**src/rtl/sio_reg_pkg.sv**
```systemverilog
// Package: shared constants and the read-address alias function.
// Assumes a 16-entry register map per channel and two channels.
package sio_reg_pkg;
    localparam int NCH   = 2;
    localparam int AW    = 4;
    localparam int NREG  = 1 << AW;

    localparam logic [AW-1:0] A_PTR   = 4'd0;
    localparam logic [AW-1:0] A_ST0   = 4'd0;
    localparam logic [AW-1:0] A_ST1   = 4'd1;
    localparam logic [AW-1:0] A_VEC   = 4'd2;
    localparam logic [AW-1:0] A_IP    = 4'd3;
    localparam logic [AW-1:0] A_FSLO  = 4'd6;
    localparam logic [AW-1:0] A_SYNC  = 4'd7;
    localparam logic [AW-1:0] A_FSHI  = 4'd7;
    localparam logic [AW-1:0] A_BUF   = 4'd8;
    localparam logic [AW-1:0] A_ICTL  = 4'd9;
    localparam logic [AW-1:0] A_ST10  = 4'd10;
    localparam logic [AW-1:0] A_TCLO  = 4'd12;
    localparam logic [AW-1:0] A_TCHI  = 4'd13;
    localparam logic [AW-1:0] A_MODE  = 4'd15;
    localparam logic [AW-1:0] A_ST15  = 4'd15;

    localparam logic [2:0] CMD_HIGH = 3'b001;

    // Map an unlisted read address onto the listed one it aliases.
    function automatic logic [AW-1:0] rd_alias(input logic [AW-1:0] a, input logic ext);
        logic [AW-1:0] r;
        case (a)
            4'd4:    r = A_ST0;
            4'd5:    r = A_ST1;
            4'd6:    r = ext ? A_FSLO : A_VEC;
            4'd7:    r = ext ? A_FSHI : A_IP;
            4'd9:    r = A_TCHI;
            4'd11:   r = A_ST15;
            4'd14:   r = A_ST10;
            default: r = a;
        endcase
        return r;
    endfunction
endpackage

```
**src/rtl/sio_ptr_ctl.sv**
```systemverilog
// Pointer for one channel. A control write at pointer 0 loads a new
// pointer; any control access at a nonzero pointer returns it to 0.
// Assumes acc_i is one cycle per access and already qualified by channel.
module sio_ptr_ctl
    import sio_reg_pkg::*;
#(
    parameter int DW = 8
) (
    input  logic          clk,
    input  logic          rst_n,
    input  logic          acc_i,
    input  logic          is_wr_i,
    input  logic [DW-1:0] wdata_i,
    output logic [AW-1:0] ptr_o
);
    logic [AW-1:0] ptr_q;
    logic          hi_sel;

    // Decode the upper-half select from the command field.
    assign hi_sel = (wdata_i[5:3] == CMD_HIGH);

    // Load or clear the pointer on each control access.
    always_ff @(posedge clk) begin
        if (!rst_n) begin
            ptr_q <= '0;
        end else if (acc_i) begin
            if (ptr_q == A_PTR && is_wr_i)
                ptr_q <= {hi_sel, wdata_i[2:0]};
            else
                ptr_q <= '0;
        end
    end

    assign ptr_o = ptr_q;

    p_ptr_home_r3: assert property (@(posedge clk) disable iff (!rst_n)
        (acc_i && ptr_q != A_PTR) |=> (ptr_o == A_PTR));

    p_ptr_hold_r5: assert property (@(posedge clk) disable iff (!rst_n)
        !acc_i |=> $stable(ptr_o));
endmodule

```
**src/rtl/sio_wr_bank.sv**
```systemverilog
// Write storage: per-channel registers, the extension register, the
// transmit buffers and the two shared registers.
// Assumes ctl_we_i/dat_we_i are mutually exclusive single-cycle strobes.
module sio_wr_bank
    import sio_reg_pkg::*;
#(
    parameter int DW      = 8,
    parameter int EXT_BIT = 0
) (
    input  logic                    clk,
    input  logic                    rst_n,
    input  logic                    ch_i,
    input  logic                    ctl_we_i,
    input  logic                    dat_we_i,
    input  logic [AW-1:0]           addr_i,
    input  logic [DW-1:0]           wdata_i,
    output logic [DW-1:0]           vec_o,
    output logic [DW-1:0]           ictl_o,
    output logic [NCH-1:0]          ext_o,
    output logic [NCH-1:0][DW-1:0]  tclo_o,
    output logic [NCH-1:0][DW-1:0]  tchi_o,
    output logic [NCH-1:0][DW-1:0]  sync7_o,
    output logic [NCH-1:0][DW-1:0]  sync7x_o,
    output logic [NCH-1:0][DW-1:0]  tx_o,
    output logic [NCH-1:0]          txw_o
);
    logic [DW-1:0] vec_q, ictl_q;

    // Shared vector and interrupt control, written through either channel.
    always_ff @(posedge clk) begin
        if (!rst_n) begin
            vec_q  <= '0;
            ictl_q <= '0;
        end else if (ctl_we_i) begin
            if (addr_i == A_VEC)  vec_q  <= wdata_i;
            if (addr_i == A_ICTL) ictl_q <= wdata_i;
        end
    end

    assign vec_o  = vec_q;
    assign ictl_o = ictl_q;

    for (genvar c = 0; c < NCH; c++) begin : g_ch
        logic [DW-1:0] regs_q [NREG];
        logic [DW-1:0] x7_q, tx_q;
        logic          txw_q;
        logic          hit;

        assign hit = (ch_i == 1'(c));

        // Per-channel storage, transmit buffer and its load pulse.
        always_ff @(posedge clk) begin
            if (!rst_n) begin
                for (int i = 0; i < NREG; i++) regs_q[i] <= '0;
                x7_q  <= '0;
                tx_q  <= '0;
                txw_q <= 1'b0;
            end else begin
                txw_q <= 1'b0;
                if (hit && dat_we_i) begin
                    tx_q  <= wdata_i;
                    txw_q <= 1'b1;
                end else if (hit && ctl_we_i) begin
                    case (addr_i)
                        A_PTR, A_VEC, A_ICTL: ;
                        A_BUF: begin
                            tx_q  <= wdata_i;
                            txw_q <= 1'b1;
                        end
                        A_SYNC: begin
                            if (regs_q[A_MODE][EXT_BIT]) x7_q <= wdata_i;
                            else                         regs_q[A_SYNC] <= wdata_i;
                        end
                        default: regs_q[addr_i] <= wdata_i;
                    endcase
                end
            end
        end

        assign ext_o[c]    = regs_q[A_MODE][EXT_BIT];
        assign tclo_o[c]   = regs_q[A_TCLO];
        assign tchi_o[c]   = regs_q[A_TCHI];
        assign sync7_o[c]  = regs_q[A_SYNC];
        assign sync7x_o[c] = x7_q;
        assign tx_o[c]     = tx_q;
        assign txw_o[c]    = txw_q;

        p_ext_guard_r7: assert property (@(posedge clk) disable iff (!rst_n)
            (hit && ctl_we_i && addr_i == A_SYNC && ext_o[c]) |=> $stable(sync7_o[c]));
    end

    p_shared_vec_r6: assert property (@(posedge clk) disable iff (!rst_n)
        (ctl_we_i && addr_i == A_VEC) |=> (vec_o == $past(wdata_i)));

    p_txw_onehot_r4: assert property (@(posedge clk) disable iff (!rst_n)
        $onehot0(txw_o));
endmodule

```
**src/rtl/sio_rd_mux.sv**
```systemverilog
// Read path: aliases the pointer, then selects status, stored registers,
// frame status or the modified vector. Purely combinational.
// Assumes the caller gates the result with the read strobe.
module sio_rd_mux
    import sio_reg_pkg::*;
#(
    parameter int DW      = 8,
    parameter int VEC_LSB = 1,
    parameter int VEC_W   = 3
) (
    input  logic                    ch_i,
    input  logic                    sel_data_i,
    input  logic [AW-1:0]           ptr_i,
    input  logic [NCH-1:0]          ext_i,
    input  logic [NCH-1:0][DW-1:0]  rx_i,
    input  logic [NCH-1:0][DW-1:0]  st0_i,
    input  logic [NCH-1:0][DW-1:0]  st1_i,
    input  logic [NCH-1:0][DW-1:0]  st10_i,
    input  logic [NCH-1:0][DW-1:0]  st15_i,
    input  logic [NCH-1:0][DW-1:0]  fslo_i,
    input  logic [NCH-1:0][DW-1:0]  fshi_i,
    input  logic [NCH-1:0][DW-1:0]  tclo_i,
    input  logic [NCH-1:0][DW-1:0]  tchi_i,
    input  logic [DW-1:0]           vec_i,
    input  logic [VEC_W-1:0]        vstat_i,
    input  logic [DW-1:0]           ip_i,
    output logic [DW-1:0]           rdata_o
);
    logic [AW-1:0] eff;
    logic [DW-1:0] vec_mod;

    // Channel B vector carries status in the substitution field.
    always_comb begin
        vec_mod = vec_i;
        vec_mod[VEC_LSB +: VEC_W] = vstat_i;
    end

    assign eff = rd_alias(ptr_i, ext_i[ch_i]);

    // Select the byte for the effective address.
    always_comb begin
        if (sel_data_i) begin
            rdata_o = rx_i[ch_i];
        end else begin
            case (eff)
                A_ST0:   rdata_o = st0_i[ch_i];
                A_ST1:   rdata_o = st1_i[ch_i];
                A_VEC:   rdata_o = ch_i ? vec_mod : vec_i;
                A_IP:    rdata_o = ch_i ? '0 : ip_i;
                A_FSLO:  rdata_o = fslo_i[ch_i];
                A_FSHI:  rdata_o = fshi_i[ch_i];
                A_BUF:   rdata_o = rx_i[ch_i];
                A_ST10:  rdata_o = st10_i[ch_i];
                A_TCLO:  rdata_o = tclo_i[ch_i];
                A_TCHI:  rdata_o = tchi_i[ch_i];
                A_ST15:  rdata_o = st15_i[ch_i];
                default: rdata_o = '0;
            endcase
        end
    end
endmodule

```
**src/rtl/sio_regfile_top.sv**
```systemverilog
// Top: host bus decode, two channel pointers, write bank and read mux.
// Assumes one access per strobe cycle; if both strobes are high the
// access counts as a write for the pointer.
module sio_regfile_top
    import sio_reg_pkg::*;
#(
    parameter int DW      = 8,
    parameter int EXT_BIT = 0,
    parameter int VEC_LSB = 1,
    parameter int VEC_W   = 3
) (
    input  logic              clk,
    input  logic              rst_n,
    input  logic              sel_data,
    input  logic              chan_b,
    input  logic              wr_stb,
    input  logic              rd_stb,
    input  logic [DW-1:0]     wdata,
    output logic [DW-1:0]     rdata,
    input  logic [2*DW-1:0]   rx_data_i,
    input  logic [2*DW-1:0]   st0_i,
    input  logic [2*DW-1:0]   st1_i,
    input  logic [2*DW-1:0]   st10_i,
    input  logic [2*DW-1:0]   st15_i,
    input  logic [DW-1:0]     ip_i,
    input  logic [VEC_W-1:0]  vstat_i,
    input  logic [2*DW-1:0]   fs_lo_i,
    input  logic [2*DW-1:0]   fs_hi_i,
    output logic [2*DW-1:0]   tx_buf_o,
    output logic [NCH-1:0]    tx_wr_o,
    output logic [2*DW-1:0]   sync7_o,
    output logic [2*DW-1:0]   sync7x_o,
    output logic [DW-1:0]     int_ctl_o
);
    logic [NCH-1:0][AW-1:0] ptr_w;
    logic [NCH-1:0]         ext_w;
    logic [NCH-1:0][DW-1:0] tclo_w, tchi_w, s7_w, s7x_w, tx_w;
    logic [DW-1:0]          vec_w, rd_w;
    logic                   ctl_we, dat_we;

    // Qualify bus strobes by access kind.
    assign ctl_we = wr_stb && !sel_data;
    assign dat_we = wr_stb &&  sel_data;

    for (genvar c = 0; c < NCH; c++) begin : g_ptr
        sio_ptr_ctl #(.DW(DW)) u_ptr (
            .clk     (clk),
            .rst_n   (rst_n),
            .acc_i   (!sel_data && (wr_stb || rd_stb) && (chan_b == 1'(c))),
            .is_wr_i (wr_stb),
            .wdata_i (wdata),
            .ptr_o   (ptr_w[c])
        );
    end

    sio_wr_bank #(.DW(DW), .EXT_BIT(EXT_BIT)) u_bank (
        .clk      (clk),
        .rst_n    (rst_n),
        .ch_i     (chan_b),
        .ctl_we_i (ctl_we),
        .dat_we_i (dat_we),
        .addr_i   (ptr_w[chan_b]),
        .wdata_i  (wdata),
        .vec_o    (vec_w),
        .ictl_o   (int_ctl_o),
        .ext_o    (ext_w),
        .tclo_o   (tclo_w),
        .tchi_o   (tchi_w),
        .sync7_o  (s7_w),
        .sync7x_o (s7x_w),
        .tx_o     (tx_w),
        .txw_o    (tx_wr_o)
    );

    sio_rd_mux #(.DW(DW), .VEC_LSB(VEC_LSB), .VEC_W(VEC_W)) u_rd (
        .ch_i       (chan_b),
        .sel_data_i (sel_data),
        .ptr_i      (ptr_w[chan_b]),
        .ext_i      (ext_w),
        .rx_i       (rx_data_i),
        .st0_i      (st0_i),
        .st1_i      (st1_i),
        .st10_i     (st10_i),
        .st15_i     (st15_i),
        .fslo_i     (fs_lo_i),
        .fshi_i     (fs_hi_i),
        .tclo_i     (tclo_w),
        .tchi_i     (tchi_w),
        .vec_i      (vec_w),
        .vstat_i    (vstat_i),
        .ip_i       (ip_i),
        .rdata_o    (rd_w)
    );

    // Drive read data only during a read strobe.
    assign rdata    = rd_stb ? rd_w : '0;
    assign tx_buf_o = tx_w;
    assign sync7_o  = s7_w;
    assign sync7x_o = s7x_w;

    p_ip_chb_zero_r10: assert property (@(posedge clk) disable iff (!rst_n)
        (rd_stb && !wr_stb && !sel_data && chan_b && ptr_w[1] == A_IP) |-> (rdata == '0));

    p_data_ptr_keep_r4: assert property (@(posedge clk) disable iff (!rst_n)
        (sel_data && (wr_stb || rd_stb)) |=> $stable(ptr_w));
endmodule

```
**config.mk**
```make
export PLATFORM = sky130hd
export DESIGN_NAME = sio_regfile_top
export DESIGN_NICKNAME = d
export VERILOG_FILES = /design/src/rtl/sio_reg_pkg.sv /design/src/rtl/sio_ptr_ctl.sv /design/src/rtl/sio_wr_bank.sv /design/src/rtl/sio_rd_mux.sv /design/src/rtl/sio_regfile_top.sv
export SDC_FILE = /design/constraint.sdc
export NUM_CORES = 1
export LEC_CHECK = 0
export BUFFER_PORTS_ARGS = -buffer_cell sky130_fd_sc_hd__buf_2
export CAP_MARGIN = 20
export CORE_UTILIZATION = 53
export CTS_BUF_LIST = sky130_fd_sc_hd__clkbuf_4
export CTS_CLUSTER_DIAMETER = 120
export DETAILED_ROUTE_END_ITERATION = 8
export PLACE_DENSITY_LB_ADDON = 0.05
export RECOVER_POWER = 50
export REMOVE_ABC_BUFFERS = 1
export SETUP_SLACK_MARGIN = 0.1
export SYNTH_ARGS = -nofsm -noshare
export SYNTH_HDL_FRONTEND = slang
export SYNTH_SLANG_ARGS = --single-unit
```
**constraint.sdc**
```tcl
create_clock -name clk -period 2.5 [get_ports clk]
set_input_delay 0 -clock clk [delete_from_list [all_inputs] [get_ports clk]]
set_output_delay 0 -clock clk [all_outputs]
set_load 0.005 [all_outputs]
```
==> results.md <==
- Commonest non-fill, non-tap cell in the layout: buf_2
- Reg2reg start: g_ptr[1].u_ptr.ptr_o[1]$_SDFFE_PN0P_
- H-tree depth: 3
- Worst slew pin tran: roughly 1000 ps
- Worst R2R End: u_bank.ictl_o[5]$_SDFFE_PN0P_
- Tmin final: 2360 ps
- Status: finished, final reports clean
- Mux contribution to synthesized area: 21.4%
- PD cells: between 400 and 500 nW/um^2
- Congestion Overflow GR: 0
- Max-cap violations: 0
- Deepest clock path buffer count: 2
- P_leak: ~3.2 nW
- FFs w/ async S/R, synth: 0%
- CTS Root Cell: clkbuf_4
- Hold_ws: 62.5 ps
- Non-Filler Instances: around 950
- Clk_lat worst skew: approximately 450 ps
- Synth top area share: roughly a quarter
- Simple-Gate Fraction of Synth Area: 19.7%
- Storage element area: approximately 2700 um^2
- # setup viols final: 0
- Largest family of logic cells by synthesized area: multiplexers
- Worst-path fanout max: 8
- First-pass GRT wire length: between 20 and 30 mm
- Tot GR Track Use: between 20 and 30%
- Warnings, synthesis: 0
- Hold path depth: 4
- Port Buffers: around 200
- Synth Area in Compound Gates: roughly 11%
- Die X: between 100 and 150 um
- Antenna diodes: 0
- Detailed Route Iter0 Violations: roughly 350
- Worst Setup Path Type: flop to primary output
- FF-to-FF path depth: 6
- DPL Wire Length: 13.0 mm
- CP Data Arrival Time: approximately 2400 ps
- Period utilization: 94.5%
- Post-Synth XOR/XNOR Area: 0%
- Hold path start: wr_stb
- Nets: approximately 940
- Worst vdd rail ir drop: 331 uV
- Power Total: between 3 and 4 mW
- Sequential cell area fraction in the yosys report: 43.4%
- Routed vias/inst: 5.68
- Most frequent cells in the layout: buf_2 (174), mux2i_1 (109), nor2_1 (81)
- Total vias in the final route: between 5k and 6k
- Vias in the first global route: ~5k
- Pre-antenna DRT Iters: 5
- RSZ-0062 raised after global routing: yes
- Initial Utilization: ~55%
- CTS tree: built
- Slew headroom: between 30% and 40%
- Post-Synth Adder-Cell Area: 0%
- Ys flop type: dfxtp_1
- Final slew viol count: 0
- Final setup skew: just under 20 ps
- Routed Antenna Nets: 0
- GPL Wtd Cong: roughly 0.90
- Crit start category: flop
- FF-to-FF setup slack: 290 ps
- Ports: slightly above 200
- Largest net degree at the start of global routing: between 40 and 50
- Final hold violations: 0
- Maximum clock rate: around 420 MHz
- Syn_area_per_cell: about 10 um^2
- Hold endpoint: u_bank.g_ch[1].tx_q[5]$_SDFFE_PN0P_
- Dpl cells: roughly 920
- Area of the die: between 10000 and 15000 um^2
- Unique cell type count in the Yosys netlist: 67
- Layout cells sized above 1: a little under a third
- Initial antenna violation count: 0
- Final Routed Wirelength: about 18 mm
- Top post-synthesis cells by area: edfxtp_1 (24%), dfxtp_1 (19%), mux2i_1 (18%), nor2_1 (5.1%), and2_1 (4.9%)
- Area delta synth->final: 21.7%
- Hold Path Class: input port to flop
- Post-synth EDFFs: 50
- Final core utilization: 67.4%
- Routed length per instance: about 19 um
- Die height: 110 um
- Footprint of the multi-input gates: between 3000 and 4000 um^2
- Worst Setup End Kind: primary output
- Worst-path clk slew: about 170 ps
- Core footprint: 11100 um^2
- TritonCTS Buffers: 9
- DRC viols: 0
- Worst Path Required: approximately 2500 ps
- Cells after Synth: 601
- Fillers: roughly 940
- CTS Sinks: roughly 110
- Cell Rows: 38
- Flops & latches, synth: approximately 110
- Mapped cell area: about 6100 um^2
- Synth area leader: edfxtp_1
-- cells in the mapped netlist (all sizes together), types with 2 or more instances --
| cell type | number |
|---|---|
| o211ai | 5 |
| nor2b | 7 |
| a32oi | 2 |
| nand2b | 5 |
| a221o | 2 |
| dfxtp | 58 |
| a21oi | 9 |
| o311a | 2 |
| mux2 | 15 |
| a221oi | 4 |
| clkbuf | 19 |
| nand2 | 36 |
| buf | 28 |
| and2 | 49 |
| mux2i | 111 |
| nor3b | 4 |
| nand3b | 2 |
| or3 | 5 |
| inv | 4 |
| a2111oi | 2 |
| edfxtp | 50 |
| a211oi | 10 |
| nor4 | 4 |
| o21ai | 9 |
| a22oi | 9 |
| and3 | 2 |
| nor3 | 8 |
| and4 | 2 |
| nand3 | 12 |
| nor2 | 84 |
| o31ai | 2 |
| o2111ai | 3 |
| a31oi | 5 |
| o22ai | 12 |
| a211o | 3 |
-- timing repair --
| action | in CTS | in global routing |
|---|---|---|
| cloned | 0 | 0 |
| gates resized for setup | 9 | 16 |
| setup buffers | 3 | 2 |
| setup endpoints to repair | 8 | 8 |
| hold buffers | 8 | 1 |
| endpoints found under the hold margin | 24 | 1 |
| pin swaps | 0 | 1 |
-- how the worst max path moves through the flow --
stage,slack (ps),from,depth (start not counted),endpoint
6_report,140,g_ptr[0].u_ptr.ptr_o[1]$_SDFFE_PN0P_,6,rdata[7]
5_1_grt,80,g_ptr[0].u_ptr.ptr_o[1]$_SDFFE_PN0P_,6,rdata[3]
4_1_cts,70,g_ptr[0].u_ptr.ptr_o[0]$_SDFFE_PN0P_,7,rdata[1]
3_5_place_dp,320,g_ptr[0].u_ptr.ptr_o[1]$_SDFFE_PN0P_,5,u_bank.g_ch[1].tx_q[1]$_SDFFE_PN0P_
3_3_place_gp,390,g_ptr[0].u_ptr.ptr_o[1]$_SDFFE_PN0P_,5,u_bank.g_ch[1].tx_q[0]$_SDFFE_PN0P_
2_1_floorplan,-20,g_ptr[1].u_ptr.ptr_o[0]$_SDFFE_PN0P_,5,u_bank.g_ch[0].tx_q[0]$_SDFFE_PN0P_
-- area by class of cell --
type	instances	area share, %
Sequential cell	108	35.8
Inverter	4	0.201
Clock inverter	6	0.972
Tap cell	140	2.35
Multi-Input combinational cell	442	42.8
Timing Repair Buffer	237	16.8
Clock buffer	10	1.01
-- kinds of logic (layout without fill, tap and decap cells) --
kind of cell,count (synthesis),after routing
flip-flops,108,108
AND/OR/NAND/NOR,227,227
AO/OA/AOI/OAI,89,89
multiplexers,126,126
buffers and inverters,51,257
-- where the power goes --
part           total (mW)  internal (mW)  leakage [nW]  switching [mW]
sequential           1.91           1.88         0.988          0.0219
combinational       0.539          0.246          2.11           0.293
clock               0.927          0.330        0.0829           0.597
total                3.37           2.46          3.18           0.912
-- layer usage --
metal	share of wire, %	GRT usage [%]
met1	42	37.5
met2	49	50.4
met3	6.9	4.98
met4	2.4	10.2
met5	0	0
-- through the flow --
stage	cell area, um^2	TNS (ps)	setup WS (ps)
6_report	7460	0	139
5_1_grt	7460	0	76.2
4_1_cts	7470	0	66.7
3_5_place_dp	7200	0	320
3_3_place_gp	7200	0	390
2_1_floorplan	5860	-121	-15.2
-- state kept, by name, summed over array words and instances, names as in the netlist --
name / cells
u_bank.g_ch.regs_q: 50
u_bank.g_ch.txw_q: 2
g_ptr.u_ptr.ptr_o: 8
u_bank.g_ch.x7_q: 16
u_bank.g_ch.tx_q: 16
u_bank.ictl_o: 8
u_bank.vec_o: 8
-- worst max-delay path, cell delays in order, from the launching register on --
cell and delay, ps:
dfxtp_4 420, or4b_4 550, a21o_2 280, nor2_1 200, a211oi_2 90, a31oi_1 210
buf_2 140
No activity file was read; power rests on OpenSTA's default activity.
